==> src/rtl/rfa_pkg.sv <==
package rfa_pkg;
  typedef enum logic {
    GRANT_COMB = 1'b0,
    GRANT_REG  = 1'b1
  } grant_mode_e;

  localparam int unsigned DEF_UNITS = 4;
  localparam int unsigned DEF_REGS  = 32;
endpackage

==> src/rtl/rfa_onehot_dec.sv <==
module rfa_onehot_dec #(
  parameter int unsigned NUM_REGS = 32,
  parameter int unsigned REG_W    = $clog2(NUM_REGS)
) (
  input  logic [REG_W-1:0]    sel_i,
  input  logic                en_i,
  output logic [NUM_REGS-1:0] vec_o
);
  always_comb begin
    for (int r = 0; r < NUM_REGS; r++) begin
      vec_o[r] = en_i && (sel_i == REG_W'(r));
    end
  end
endmodule

==> src/rtl/rfa_resv_map.sv <==
module rfa_resv_map #(
  parameter int unsigned NUM_UNITS = 4,
  parameter int unsigned NUM_REGS  = 32,
  parameter int unsigned REG_W     = $clog2(NUM_REGS)
) (
  input  logic [NUM_UNITS-1:0][REG_W-1:0] sel_i,
  input  logic [NUM_UNITS-1:0]            en_i,
  output logic [NUM_REGS-1:0]             map_o
);
  logic [NUM_UNITS-1:0][NUM_REGS-1:0] unary;

  for (genvar u = 0; u < NUM_UNITS; u++) begin : g_dec
    rfa_onehot_dec #(
      .NUM_REGS(NUM_REGS),
      .REG_W   (REG_W)
    ) u_dec (
      .sel_i(sel_i[u]),
      .en_i (en_i[u]),
      .vec_o(unary[u])
    );
  end

  always_comb begin
    map_o = '0;
    for (int u = 0; u < NUM_UNITS; u++) begin
      map_o = map_o | unary[u];
    end
  end
endmodule

==> src/rtl/rfa_prio_pick.sv <==
module rfa_prio_pick #(
  parameter int unsigned WIDTH = 4
) (
  input  logic [WIDTH-1:0] req_i,
  output logic [WIDTH-1:0] gnt_o
);
  // lowest index wins
  always_comb begin
    logic taken;
    taken = 1'b0;
    gnt_o = '0;
    for (int i = 0; i < WIDTH; i++) begin
      if (req_i[i] && !taken) begin
        gnt_o[i] = 1'b1;
        taken    = 1'b1;
      end
    end
  end
endmodule

==> src/rtl/rfa_grant_stage.sv <==
module rfa_grant_stage
  import rfa_pkg::*;
#(
  parameter int unsigned WIDTH      = 8,
  parameter grant_mode_e GRANT_MODE = GRANT_COMB
) (
  input  logic             clk_i,
  input  logic             rst_ni,
  input  logic [WIDTH-1:0] d_i,
  output logic [WIDTH-1:0] q_o
);
  if (GRANT_MODE == GRANT_REG) begin : g_reg
    always_ff @(posedge clk_i or negedge rst_ni) begin
      if (!rst_ni) q_o <= '0;
      else         q_o <= d_i;
    end
  end else begin : g_comb
    logic unused_clk;
    assign unused_clk = clk_i ^ rst_ni;
    assign q_o = d_i;
  end
endmodule

==> src/rtl/rf_port_arbiter.sv <==
module rf_port_arbiter
  import rfa_pkg::*;
#(
  parameter int unsigned NUM_UNITS  = DEF_UNITS,
  parameter int unsigned NUM_REGS   = DEF_REGS,
  parameter int unsigned REG_W      = $clog2(NUM_REGS),
  parameter grant_mode_e GRANT_MODE = GRANT_COMB
) (
  input  logic                            clk_i,
  input  logic                            rst_ni,
  input  logic [NUM_UNITS-1:0][REG_W-1:0] src_reg_i,
  input  logic [NUM_UNITS-1:0]            src_pend_i,
  input  logic [NUM_UNITS-1:0][REG_W-1:0] dst_reg_i,
  input  logic [NUM_UNITS-1:0]            dst_pend_i,
  input  logic [NUM_UNITS-1:0]            done_i,
  output logic [NUM_REGS-1:0]             rd_resv_o,
  output logic [NUM_REGS-1:0]             wr_resv_o,
  output logic [NUM_UNITS-1:0]            rd_grant_o,
  output logic [NUM_UNITS-1:0]            wr_grant_o
);
  localparam int unsigned GW = 2 * NUM_UNITS;

  logic [NUM_UNITS-1:0] wr_cand;
  logic [NUM_UNITS-1:0] rd_pick, wr_pick;
  logic [GW-1:0]        gnt_q;

  rfa_resv_map #(.NUM_UNITS(NUM_UNITS), .NUM_REGS(NUM_REGS), .REG_W(REG_W)) u_rd_map (
    .sel_i(src_reg_i), .en_i(src_pend_i), .map_o(rd_resv_o)
  );

  rfa_resv_map #(.NUM_UNITS(NUM_UNITS), .NUM_REGS(NUM_REGS), .REG_W(REG_W)) u_wr_map (
    .sel_i(dst_reg_i), .en_i(dst_pend_i), .map_o(wr_resv_o)
  );

  // write only once the result is ready
  assign wr_cand = dst_pend_i & done_i;

  rfa_prio_pick #(.WIDTH(NUM_UNITS)) u_rd_pick (.req_i(src_pend_i), .gnt_o(rd_pick));
  rfa_prio_pick #(.WIDTH(NUM_UNITS)) u_wr_pick (.req_i(wr_cand),    .gnt_o(wr_pick));

  rfa_grant_stage #(.WIDTH(GW), .GRANT_MODE(GRANT_MODE)) u_gnt (
    .clk_i (clk_i),
    .rst_ni(rst_ni),
    .d_i   ({wr_pick, rd_pick}),
    .q_o   (gnt_q)
  );

  assign rd_grant_o = gnt_q[NUM_UNITS-1:0];
  assign wr_grant_o = gnt_q[GW-1:NUM_UNITS];
endmodule

==> config.mk <==
export PLATFORM = sky130hd
export DESIGN_NAME = rf_port_arbiter
export DESIGN_NICKNAME = d
export VERILOG_FILES = /design/src/rtl/rfa_pkg.sv /design/src/rtl/rfa_onehot_dec.sv /design/src/rtl/rfa_resv_map.sv /design/src/rtl/rfa_prio_pick.sv /design/src/rtl/rfa_grant_stage.sv /design/src/rtl/rf_port_arbiter.sv
export SDC_FILE = /design/constraint.sdc
export NUM_CORES = 1
export LEC_CHECK = 0
export ABC_CLOCK_PERIOD_IN_PS = 1100
export BUFFER_PORTS_ARGS = -buffer_cell sky130_fd_sc_hd__buf_2
export CAP_MARGIN = 0
export CORE_MARGIN = 2
export CORE_UTILIZATION = 42
export DETAILED_ROUTE_END_ITERATION = 12
export PLACE_DENSITY = 0.82
export SLEW_MARGIN = 20
export SYNTH_ARGS = -nofsm -noshare
export SYNTH_HDL_FRONTEND = slang
export SYNTH_SLANG_ARGS = --single-unit
export TNS_END_PERCENT = 50
==> constraint.sdc <==
create_clock -name vclk -period 1.1
set_input_delay 0.165 -clock vclk [all_inputs]
set_output_delay 0.165 -clock vclk [all_outputs]
set_load 0.01 [all_outputs]
==> insert_results.sql <==
INSERT INTO impl_metrics (metric_group, metric, value, unit) VALUES
('run_status', 'outcome', 'finished, violations left', ''),
('run_status', 'violated_checks', 'setup timing', ''),
('grt', 'antenna_violations_before_repair', '0', ''),
('placed_design', 'dp_hpwl', '7.57', 'mm'),
('yosys', 'netlist-cell-type-count', '29', ''),
('flow_run', 'max_cap_viol_count', '0', ''),
('min_path', 'whs_path_depth', '3', ''),
('grt', 'grt_pass1_vias', '3351', ''),
('route', 'drt-total-wl', '14.4', 'mm'),
('final_layout', 'design.final.nets', '489', ''),
('yosys', 'yosysMostFrequentCell', 'o221ai_1', ''),
('floorplanning', 'die_footprint', '5470', 'um2'),
('min_path', 'holdPathEnd', 'rd_grant_o[3]', ''),
('final_layout', 'post_layout_nonfiller_instances', '500', ''),
('timing', 'rsz0062_at_grt', 'true', ''),
('yosys', 'synth-warning-count', '0', ''),
('floorplanning', 'die-height', '73.9', 'um'),
('yosys', 'synthesis.area_per_instance', '7.23', 'um2'),
('final_layout', 'final_layout_clock_buffer_total', '0', ''),
('floorplanning', 'io_pins', '126', ''),
('floorplanning', 'fp-row-count', '25', ''),
('yosys', 'synthesis.instances', '284', ''),
('yosys', 'synth.top_cells.by_area', 'o221ai_1 26%, a22oi_1 18%, and4bb_2 7.3%', ''),
('critical_path', 'cp-end-kind', 'output pin', ''),
('timing', 'slew_violations', '0', ''),
('min_path', 'worstHoldStart', 'src_pend_i[2]', ''),
('grt', 'maximum_number_of_pins_on_one_net_before_global_route_repair', '11', ''),
('clock_tree', 'postCtsHoldBufs', '0', ''),
('placed_design', 'port-buffer-count', '124', ''),
('route', 'detailed_routing_iteration_count_for_the_pre_antenna_repair_pass', '9', ''),
('placed_design', 'placement.cell_area', '2950', 'um2'),
('timing', 'final_hold_viol_count', '0', ''),
('final_layout', 'area_added_between_synthesis_and_finish', '103', '%'),
('timing', 'timing.final.crit_share', '1.35', ''),
('grt', 'residual_overflow_from_global_routing', '0', ''),
('grt', 'grt_pass1_wl', '16.2', 'mm'),
('timing', 'finalWorstSetupSlack', '-0.390', 'ns'),
('critical_path', 'timing.setup.critical_path_class', 'in -> out', ''),
('pwr', 'worst_ir_drop_vdd', '0.266', 'mV'),
('yosys', 'post_synth_instance_area', '2050', 'um2'),
('route', 'detail_route.vias_per_cell', '8.27', ''),
('min_path', 'worstHoldPathType', 'in -> out', ''),
('pwr', 'cellPowerDensity', '353', 'nW/um2'),
('critical_path', 'worst-endpoint-required', '0.94', 'ns'),
('yosys', 'post-synth-top-area-cell', 'o221ai_1', ''),
('floorplanning', 'die-width', '73.9', 'um'),
('floorplanning', 'initial_standard_cell_utilization_of_the_core', '0.435', ''),
('timing', 'setup_viol', '67', ''),
('final_layout', 'seq_cell_count', '0', ''),
('timing', 'worst_hold_slack', '0.631', 'ns'),
('floorplanning', 'core_area', '4720', 'um2'),
('grt', 'grtUsageTotal', '0.369', ''),
('timing', 'worst_slew_margin_rel', '0.672', ''),
('critical_path', 'critPathMaxFanout', '8', ''),
('timing', 'pin_slew_with_the_least_headroom_to_its_limit', '0.489', 'ns'),
('pwr', 'leakagePower', '1.66', 'nW'),
('route', 'detail_route.drc_violations', '0', ''),
('timing', 'timing.final.crit_period', '1.49', 'ns'),
('final_layout', 'sequential_cell_area', '0', 'um2'),
('final_layout', 'drive_above_1_share', '0.790', ''),
('yosys', 'synthesized_netlist_net_count', '338', ''),
('placed_design', 'gp_routability_congestion', '1.03', ''),
('route', 'detailedRoute.firstIterationViolations', '717', ''),
('yosys', 'synth_top_area_frac', '0.264', ''),
('final_layout', 'multi_input_comb_area', '2710', 'um2'),
('route', 'route.detailed.wl_per_inst', '28.8', 'um'),
('final_layout', 'filler_cell_count', '217', ''),
('final_layout', 'finalCoreUtilization', '0.884', ''),
('critical_path', 'worstSetupStartpointType', 'input port', ''),
('final_layout', 'fin_area', '4180', 'um2'),
('critical_path', 'cp.arrival', '1.32', 'ns'),
('placed_design', 'dpl.cell_count', '485', ''),
('route', 'antenna_nets_post_route', '0', ''),
('yosys', 'ys_seq_area_frac', '0', ''),
('route', 'via_count', '4136', ''),
('final_layout', 'n_antenna_cell', '0', ''),
('timing', 'fmax', '0.671', 'GHz'),
('yosys', 'synthTopCellsByCount', '62 x o221ai_1, 50 x a22oi_1, 23 x nor2b_1', '');
## timing repair
action / CTS / global route
pin swaps: 30 / 50
buffers inserted: 2 / 12
resized for setup: 84 / 186
setup endpoints to repair: 66 / 67
cloned: 1 / 1
## cell usage in the layout (no fill, tap or decap), types with 7 or more instances in the layout
cell      Yosys  layout
nand2_1      17       9
nor2b_4       0      14
buf_8         0      11
buf_2         5      95
nand3_2       0      14
buf_12        0       7
and4bb_2     12       7
and4b_2       0       9
buf_6         0      25
o221ai_1     62      36
o221ai_2      0      26
a22oi_1      50      13
a22oi_2       0      37
buf_4         1      35
## where the power goes
group | switching (mW) | total [mW] | leakage [nW] | internal [mW]
combinational | 0.821 | 1.47 | 1.66 | 0.650
sequential | 0 | 0 | 0 | 0
clock | 0 | 0 | 0 | 0
## routing by layer
| metal | GRT usage | up-vias | part of all wire |
|---|---|---|---|
| li1 | - | 1565 | - |
| met1 | 0.455 | 1855 | 0.33 |
| met2 | 0.635 | 514 | 0.44 |
| met3 | 0.0678 | 202 | 0.12 |
| met4 | 0.143 | 0 | 0.10 |
| met5 | 0 | - | 0 |
## critical path, cell delays in order
cell and delay, ns:
buf_12 0.12, nor4b_4 0.50, a22oi_1 0.18, o221ai_1 0.13, buf_2 0.24
## area by class of cell
cell class                 instances  share of cell area
multi-input combinational        258               0.650
tap                               67              0.0201
timing repair buffer             175               0.330
## how the worst max path moves through the flow
stage,slack (ns),cells after the start,from,end
finish,-0.39,5,src_reg_i[13],rd_resv_o[1]
global route,-0.38,5,dst_reg_i[14],wr_resv_o[8]
CTS,-0.32,5,dst_reg_i[2],wr_resv_o[3]
detailed placement,-0.37,5,src_reg_i[19],rd_resv_o[14]
global placement,-0.33,5,src_reg_i[19],rd_resv_o[14]
floorplan,-0.07,3,dst_reg_i[2],wr_resv_o[0]
## cell families after synthesis
logic type / synth area share
simple gates: 0.431
compound gates: 0.516
buf+inv: 0.0524
## metrics by stage
stage	setup WS [ns]	total power [mW]	setup TNS, ns
final	-0.390	1.47	-13.57
after global placement	-0.330	0.895	-16.14
after CTS	-0.320	1.05	-13.44
after floorplan	-0.0748	0.459	-0.420
after detailed placement	-0.367	0.915	-17.14
after global routing	-0.377	1.51	-14.48
Power figures use the tool's default switching activity.
